`config.mk`:
```
export PLATFORM = sky130hd
export DESIGN_NAME = sec_attr_unit
export DESIGN_NICKNAME = d
export VERILOG_FILES = /design/src/rtl/sau_pkg.sv /design/src/rtl/sau_fixed_map.sv /design/src/rtl/sau_region_table.sv /design/src/rtl/sec_attr_unit.sv
export SDC_FILE = /design/constraint.sdc
export NUM_CORES = 1
export LEC_CHECK = 0
export ABC_AREA = 1
export BUFFER_PORTS_ARGS = -buffer_cell sky130_fd_sc_hd__buf_2
export CAP_MARGIN = 30
export CELL_PAD_IN_SITES_DETAIL_PLACEMENT = 1
export CELL_PAD_IN_SITES_GLOBAL_PLACEMENT = 1
export CORE_MARGIN = 2
export CORE_UTILIZATION = 25
export CTS_CLUSTER_SIZE = 25
export DETAILED_ROUTE_END_ITERATION = 7
export MAX_ROUTING_LAYER = met4
export PLACE_DENSITY = 0.49
export SLEW_MARGIN = 30
export SYNTH_ARGS = -nofsm -noshare
export SYNTH_HDL_FRONTEND = slang
export SYNTH_SLANG_ARGS = --single-unit
```
`constraint.sdc`:
```
create_clock -name clk -period 6.3 [get_ports clk]
set_clock_uncertainty 0.05 [all_clocks]
set_input_delay 0.945 -clock clk [delete_from_list [all_inputs] [get_ports clk]]
set_output_delay 0.945 -clock clk [all_outputs]
set_load 0.005 [all_outputs]
```
`src/rtl/sau_pkg.sv`:
```
// Shared attribute encoding and configuration kinds for the attribution unit.
// Assumes a higher code means a more secure attribute.
package sau_pkg;
    typedef enum logic [1:0] {
        ATTR_NS  = 2'b00,
        ATTR_NSC = 2'b01,
        ATTR_SEC = 2'b10
    } attr_e;

    localparam logic [1:0] CFG_CTRL  = 2'd0;
    localparam logic [1:0] CFG_BASE  = 2'd1;
    localparam logic [1:0] CFG_LIMIT = 2'd2;

    // Returns the more secure of two attributes.
    function automatic attr_e attr_max(input attr_e a, input attr_e b);
        return (a > b) ? a : b;
    endfunction
endpackage

```
`src/rtl/sau_fixed_map.sv`:
```
// Hard-wired attribute map with aliased views.
// Input: the top six address bits. The external band is not aliased, and the
// band at 0xE000_0000 and above is secure. Assumes 32-bit addresses.
module sau_fixed_map
    import sau_pkg::*;
(
    input  logic [5:0] addr_top,
    output attr_e      fixed_attr
);
    logic [3:0] nib;
    assign nib = addr_top[5:2];

    // Decode the 256 MB window, then the 64 MB quarter inside the code window.
    always_comb begin
        unique case (nib)
            4'h0:    fixed_attr = (addr_top[1:0] == 2'b11) ? ATTR_NSC : ATTR_NS;
            4'h1, 4'h2, 4'h4: fixed_attr = ATTR_NS;
            4'h3, 4'h5:       fixed_attr = ATTR_NSC;
            4'h6, 4'h7, 4'h8, 4'h9, 4'hA, 4'hB, 4'hC, 4'hD: fixed_attr = ATTR_NS;
            default: fixed_attr = ATTR_SEC;
        endcase
    end
endmodule

```
`src/rtl/sau_region_table.sv`:
```
// Programmable region table: per-region base, limit, callable flag and enable,
// plus the global enable. Classifies an address without a register stage.
// Assumes bounds are kept at GRAN_LOG2 granularity and the limit is inclusive.
module sau_region_table
    import sau_pkg::*;
#(
    parameter int NUM_REGIONS = 8,
    parameter int ADDR_W      = 32,
    parameter int GRAN_LOG2   = 5,
    localparam int IDX_W      = (NUM_REGIONS > 1) ? $clog2(NUM_REGIONS) : 1,
    localparam int HI_W       = ADDR_W - GRAN_LOG2
)(
    input  logic                   clk,
    input  logic                   rst_n,
    input  logic                   cfg_we,
    input  logic [1:0]             cfg_kind,
    input  logic [IDX_W-1:0]       cfg_idx,
    input  logic [HI_W-1:0]        cfg_hi,
    input  logic                   cfg_nsc,
    input  logic                   cfg_en,
    input  logic [HI_W-1:0]        lk_hi,
    output logic                   glob_en,
    output logic [NUM_REGIONS-1:0] hit_vec,
    output logic [NUM_REGIONS-1:0] win_vec,
    output attr_e                  tbl_attr
);
    logic [NUM_REGIONS-1:0] nsc_vec;

    // Global enable register, written through the control kind.
    always_ff @(posedge clk) begin
        if (!rst_n)
            glob_en <= 1'b0;
        else if (cfg_we && cfg_kind == CFG_CTRL)
            glob_en <= cfg_en;
    end

    for (genvar g = 0; g < NUM_REGIONS; g++) begin : g_reg
        logic [HI_W-1:0] base_q;
        logic [HI_W-1:0] lim_q;
        logic            en_q;
        logic            nsc_q;

        // Per-region storage, updated when this region is addressed.
        always_ff @(posedge clk) begin
            if (!rst_n) begin
                base_q <= '0;
                lim_q  <= '0;
                en_q   <= 1'b0;
                nsc_q  <= 1'b0;
            end else if (cfg_we && cfg_idx == IDX_W'(g)) begin
                if (cfg_kind == CFG_BASE)
                    base_q <= cfg_hi;
                else if (cfg_kind == CFG_LIMIT) begin
                    lim_q <= cfg_hi;
                    nsc_q <= cfg_nsc;
                    en_q  <= cfg_en;
                end
            end
        end

        // Inclusive range compare on granule-aligned upper bits.
        assign hit_vec[g] = en_q && (lk_hi >= base_q) && (lk_hi <= lim_q);
        assign nsc_vec[g] = nsc_q;
    end

    // The lowest-numbered hit wins: isolate the least significant set bit.
    assign win_vec = hit_vec & (~hit_vec + NUM_REGIONS'(1));

    // Table result: secure when the table is off or nothing covers the address.
    always_comb begin
        if (!glob_en || hit_vec == '0)
            tbl_attr = ATTR_SEC;
        else if ((win_vec & nsc_vec) != '0)
            tbl_attr = ATTR_NSC;
        else
            tbl_attr = ATTR_NS;
    end


    region_off_chk: assert property (@(posedge clk) disable iff (!rst_n)
        (cfg_we && cfg_kind == CFG_LIMIT && !cfg_en) |=> !hit_vec[$past(cfg_idx)]);


    win_in_hit_chk: assert property (@(posedge clk) disable iff (!rst_n)
        (hit_vec != '0) |-> ($onehot(win_vec) && ((win_vec & ~hit_vec) == '0)));
endmodule

```
`src/rtl/sec_attr_unit.sv`:
```
// Top of the attribution unit. Merges the fixed map with the region table,
// forces secure above the mapped space, and registers the response.
// Assumes one lookup per cycle; the response follows one cycle later.
module sec_attr_unit
    import sau_pkg::*;
#(
    parameter int NUM_REGIONS = 8,
    parameter int ADDR_W      = 32,
    parameter int GRAN_LOG2   = 5,
    localparam int IDX_W      = (NUM_REGIONS > 1) ? $clog2(NUM_REGIONS) : 1,
    localparam int HI_W       = ADDR_W - GRAN_LOG2
)(
    input  logic              clk,
    input  logic              rst_n,
    input  logic              cfg_we,
    input  logic [1:0]        cfg_kind,
    input  logic [IDX_W-1:0]  cfg_idx,
    input  logic [ADDR_W-1:0] cfg_wdata,
    input  logic              req_valid,
    input  logic [ADDR_W-1:0] req_addr,
    input  logic              req_fetch,
    output logic              rsp_valid,
    output logic [1:0]        rsp_attr,
    output logic              rsp_fetch_ns
);
    attr_e                  fixed_attr;
    attr_e                  tbl_attr;
    attr_e                  merged;
    attr_e                  attr_q;
    logic                   glob_en;
    logic                   high_band;
    logic [NUM_REGIONS-1:0] hit_vec;
    logic [NUM_REGIONS-1:0] win_vec;
    logic                   unused_bits;

    assign unused_bits = ^{cfg_wdata[GRAN_LOG2-1:2], req_addr[GRAN_LOG2-1:0]};

    sau_fixed_map i_fixed (
        .addr_top   (req_addr[ADDR_W-1 -: 6]),
        .fixed_attr (fixed_attr)
    );

    sau_region_table #(
        .NUM_REGIONS (NUM_REGIONS),
        .ADDR_W      (ADDR_W),
        .GRAN_LOG2   (GRAN_LOG2)
    ) i_table (
        .clk      (clk),
        .rst_n    (rst_n),
        .cfg_we   (cfg_we),
        .cfg_kind (cfg_kind),
        .cfg_idx  (cfg_idx),
        .cfg_hi   (cfg_wdata[ADDR_W-1:GRAN_LOG2]),
        .cfg_nsc  (cfg_wdata[1]),
        .cfg_en   (cfg_wdata[0]),
        .lk_hi    (req_addr[ADDR_W-1:GRAN_LOG2]),
        .glob_en  (glob_en),
        .hit_vec  (hit_vec),
        .win_vec  (win_vec),
        .tbl_attr (tbl_attr)
    );

    // Band at 0xE000_0000 and above bypasses both maps.
    assign high_band = (req_addr[ADDR_W-1 -: 3] == 3'b111);

    // Final attribute: the more secure source, or secure in the high band.
    always_comb begin
        if (high_band)
            merged = ATTR_SEC;
        else
            merged = attr_max(fixed_attr, tbl_attr);
    end

    // Response register; the attribute holds between requests.
    always_ff @(posedge clk) begin
        if (!rst_n) begin
            rsp_valid    <= 1'b0;
            attr_q       <= ATTR_SEC;
            rsp_fetch_ns <= 1'b0;
        end else begin
            rsp_valid    <= req_valid;
            rsp_fetch_ns <= req_valid && req_fetch && (merged == ATTR_NS);
            if (req_valid)
                attr_q <= merged;
        end
    end

    assign rsp_attr = attr_q;


    dis_sec_chk: assert property (@(posedge clk) disable iff (!rst_n)
        (req_valid && !glob_en) |=> (rsp_attr == ATTR_SEC));


    fixed_floor_chk: assert property (@(posedge clk) disable iff (!rst_n)
        req_valid |=> (rsp_attr >= $past(fixed_attr)));


    high_band_chk: assert property (@(posedge clk) disable iff (!rst_n)
        (req_valid && req_addr[ADDR_W-1 -: 3] == 3'b111) |=> (rsp_attr == ATTR_SEC));


    fetch_ns_chk: assert property (@(posedge clk) disable iff (!rst_n)
        rsp_fetch_ns |-> (rsp_valid && rsp_attr == ATTR_NS));


    rsp_follow_chk: assert property (@(posedge clk) disable iff (!rst_n)
        req_valid |=> rsp_valid);


    rsp_idle_chk: assert property (@(posedge clk) disable iff (!rst_n)
        !req_valid |=> (!rsp_valid && !rsp_fetch_ns));
endmodule

```
==> impl_results.md <==
* Outcome: complete, no violations
* Slowest stage cell on the critical path: buf_2
* Vias post-DR at ~24000
* First-pass GRT wire length at 152.8 mm
* Post-synth ARST share at 0%
* Site row count at between 100 and 150
* Placeable core area at about 110000 µm²
* Reg2Reg Capture Point: rsp_attr[0]
* Post-synthesis sequential area ratio at 33.82%
* Die area at 109900 µm²
* Unrepaired setup endpoints after global routing: no
* Die Width at 331.5 µm
* Pre-antenna DRT Iters at 5
* Ys flop type: dfxtp_1
* Clock Sinks at between 400 and 500
* Final net count at 4136
* Critical path startpoint: req_addr[15]
* CTS-repair resized insts at 0
* PwrDens at 237.2 nW/µm²
* Worst vdd ir at around 0.00023 V
* TNS Setup at 0 ns
* H-tree depth at 2
* Max Freq at about 240 MHz
* Clock-pin transition on the worst setup and hold timing paths at approximately 0.060 ns
* # IOs at between 70 and 80
* Reg-to-reg startpoint: i_table.g_reg[5].base_q[2]
* Crit Path Max Fanout at 10
* Psw at ~0.0021 W
* Syn nets at roughly 4100
* Worst setup path endpoint: rsp_attr[0]
* DR vias/cell at approximately 4.6
* Flop2flop setup slack at roughly 2.5 ns
* Post-DP HPWL at ~69 mm
* Clock Latency Late Sink at 0.67 ns
* GRT Overall Usage at a little under a fifth
* CP arrival at ~4.8 ns
* Area growth syn-to-layout at 14.09%
* Power, Total at ~0.0073 W
* Max Root-Sink Buffers at 3
* GPL Wtd Cong at ~0.8
* Initial antenna violation count at 12
* Worst Hold Class: reg -> reg
* Crit path cell chain: buf_2 > ha_1 > a21oi_1 > o21a_1 > nand3_1 > nand2_1 > nand3_1 > nand3_1 > nand2_1 > nor2_2 > nand2_1 > o21a_1 > nand2_2 > inv_1 > ha_1 > nand2_1 > o21a_1 > a21oi_1 > nand3_1 > nand2_1
* CTS Hold Bufs at 0
* Synthesized area per cell at between 7 and 8 µm²
* Top delay family on crit path: simple AND/OR/NAND/NOR gates
* Max-cap violations at 0
* Leakage at roughly 12 nW
* CTS Buf Count at 60
* Routed Antenna Nets at 0
* IO buf count at between 60 and 70
* Clock share of power at a little under half
* CTS tree: done
* P_int at 0.005173 W
* Endpoints failing hold at 0
* Slowest cell delay on critical path at around 0.44 ns
* Stages on worst setup path at 20
* Pin count of the biggest net entering global routing at approximately 160
* Final setup viols at 0
* Sequential power share at ~40%
* Vias in the first global route at 23330
* Routed len/inst at approximately 20 µm
* Setup Buffers After CTS at 0
* CP dominant cell by count: nand2_1
* Detailed router's first-iteration violation count at 1110
* Relative slew margins at around two fifths
* Period minus WS final at around 4.2 ns
* Post-synth cell types at 36
* Worst R2R Path Depth at 27
* Crit start category: input port
* Fin. max-slew vios at 0
* Sw Share at 28.71%
* Worst Setup End Kind: flip-flop
* Crit path buffers/inverters at 2
* FF+latch count, synth at 453
* Kind of critical path: in -> reg
* Initial Util at between 20% and 30%
* Total wire length at ~100 mm
* Mapped Area at between 20000 and 30000 µm²
* Combinational Power Share at between 10% and 20%
* Synthesis warning total at 0
* DRC at 0
* Die H at 331.5 µm
* Mapped Cells at about 3600
* Worst-margin pin slew at ~0.93 ns
* Post-synth EDFFs at 0
* Fraction of final layout cells with drive strength greater than 1 at roughly 6.5%
* Grt ovf at 0
* Final Cycle Share at roughly 67%
* Clk root buf: clkbuf_16
* CP required at 6.86 ns
[layout make-up]
cell class / count / area, µm²
Timing Repair Buffer: 100 / 613.1
Inverter: 569 / 2140
Tap cell: 1403 / 1755
Sequential cell: 453 / 9069
Fill cell: 12940 / 76160
Antenna cell: 10 / 25.02
Clock buffer: 99 / 1848
Multi-Input combinational cell: 2443 / 15060
Clock inverter: 13 / 83.83
[metrics by stage]
stage	hold WS [ns]	cells	cell area (µm²)	worst slack, ns	util [%]
after global placement	0.3852	4968	28600	1.399	26.79
after detailed placement	0.3884	4968	28610	1.382	26.80
after floorplan	0.3737	3627	26810	2.915	-
after CTS	0.3971	5080	30540	2.103	28.61
final	0.3955	5090	30590	2.087	28.66
after global routing	0.4205	5088	30590	1.857	28.65
[logic make-up (layout without fill, tap and decap cells)]
logic type               after synthesis  count (layout)  share of synthesized area (%)
XOR/XNOR                               1               1                        0.03267
buffers and inverters                731             781                          10.23
AND/OR/NAND/NOR                      880             880                          14.13
other                                  0              10                              0
AO/OA/AOI/OAI                       1127            1127                          21.48
flip-flops                           453             453                          33.82
adder cells (fa/ha/maj)              435             435                          20.30
[how the worst min path moves through the flow]
stage | to | from | cells after the start
after floorplan | i_table.g_reg[4].nsc_q | i_table.g_reg[4].nsc_q | 2
after CTS | i_table.g_reg[4].en_q | i_table.g_reg[4].en_q | 2
final | i_table.g_reg[4].en_q | i_table.g_reg[4].en_q | 2
after global placement | i_table.g_reg[4].nsc_q | i_table.g_reg[4].nsc_q | 2
after global routing | i_table.g_reg[5].base_q[8] | i_table.g_reg[5].base_q[8] | 2
after detailed placement | i_table.g_reg[4].en_q | i_table.g_reg[4].en_q | 2
[cell usage after synthesis (2+ instances only)]
cell type / instances / area (µm²)
nand2_2: 6 / 37.54
nor4_1: 16 / 100.1
dfxtp_1: 453 / 9069
a21oi_1: 604 / 3023
ha_1: 435 / 5443
nor2_2: 6 / 37.54
inv_1: 556 / 2087
nand3_1: 89 / 445.4
nor3b_1: 2 / 15.01
a21o_1: 16 / 120.1
nor2_1: 178 / 668.1
nand2_1: 485 / 1821
nand3b_1: 5 / 37.54
o21ai_1: 38 / 190.2
clkbuf_1: 162 / 608.1
o21a_1: 28 / 210.2
inv_2: 13 / 48.80
and2_1: 6 / 37.54
nor2_4: 2 / 22.52
nand3_2: 4 / 40.04
nor4b_1: 2 / 17.52
nor3_1: 19 / 95.09
nand4_1: 52 / 325.3
nor3_2: 2 / 20.02
o21ai_0: 437 / 2187
[registers in the layout, indices dropped and copies added (netlist names)]
register / count
i_table.g.base_q: 216
i_table.g.en_q: 8
i_table.g.lim_q: 216
i_table.g.nsc_q: 8
i_table.glob_en: 1
rsp_attr: 2
rsp_fetch_ns: 1
rsp_valid: 1
[layer usage]
metal  global-route usage [%]  vias up  routed length [µm]
met5                        -        -                   0
met4                    5.071        0                2500
met3                    2.309      106                3003
met2                    29.49      225               44750
met1                    26.19    11140               52560
li1                         -    12110                   -
[worst reg2reg max path, cell delays in order, from the launching register on]
cell and delay [ns]:
dfxtp_1 0.30, inv_1 0.05, ha_1 0.28, nand2_1 0.05, inv_1 0.04, nand2_1 0.04, nand2_1 0.07, nand2_1 0.05
nand2_1 0.07, nand2_1 0.05, nand2_1 0.30, nand2_1 0.26, a21oi_1 0.53, nand2_1 0.19, nand2_1 0.10, nor2_1 0.05
nand3_1 0.08, nand2_1 0.05, inv_1 0.05, nand2_1 0.05, nand2_2 0.07, inv_1 0.05, ha_1 0.27, nand2_1 0.05
o21a_1 0.11, a21oi_1 0.22, nand3_1 0.17, nand2_1 0.09
[power by group through the flow]
stage          Sequential [W]  Combinational, W  Clock [W]
6_report              0.00291          0.000939    0.00340
5_1_grt               0.00292           0.00108    0.00363
4_1_cts               0.00291          0.000959    0.00352
3_5_place_dp          0.00298          0.000954          0
3_3_place_gp          0.00298          0.000940          0
2_1_floorplan         0.00297          0.000538          0
[layout by cell type, fill, tap and decap left out, types with 52 or more instances in the layout]
cell	count
a21oi_1	604
buf_2	68
clkbuf_16	60
dfxtp_1	453
ha_1	435
inv_1	556
nand2_1	479
nand3_1	87
nand4_1	52
nor2_1	178
o21ai_0	437
(Power assumes the default switching activity.)
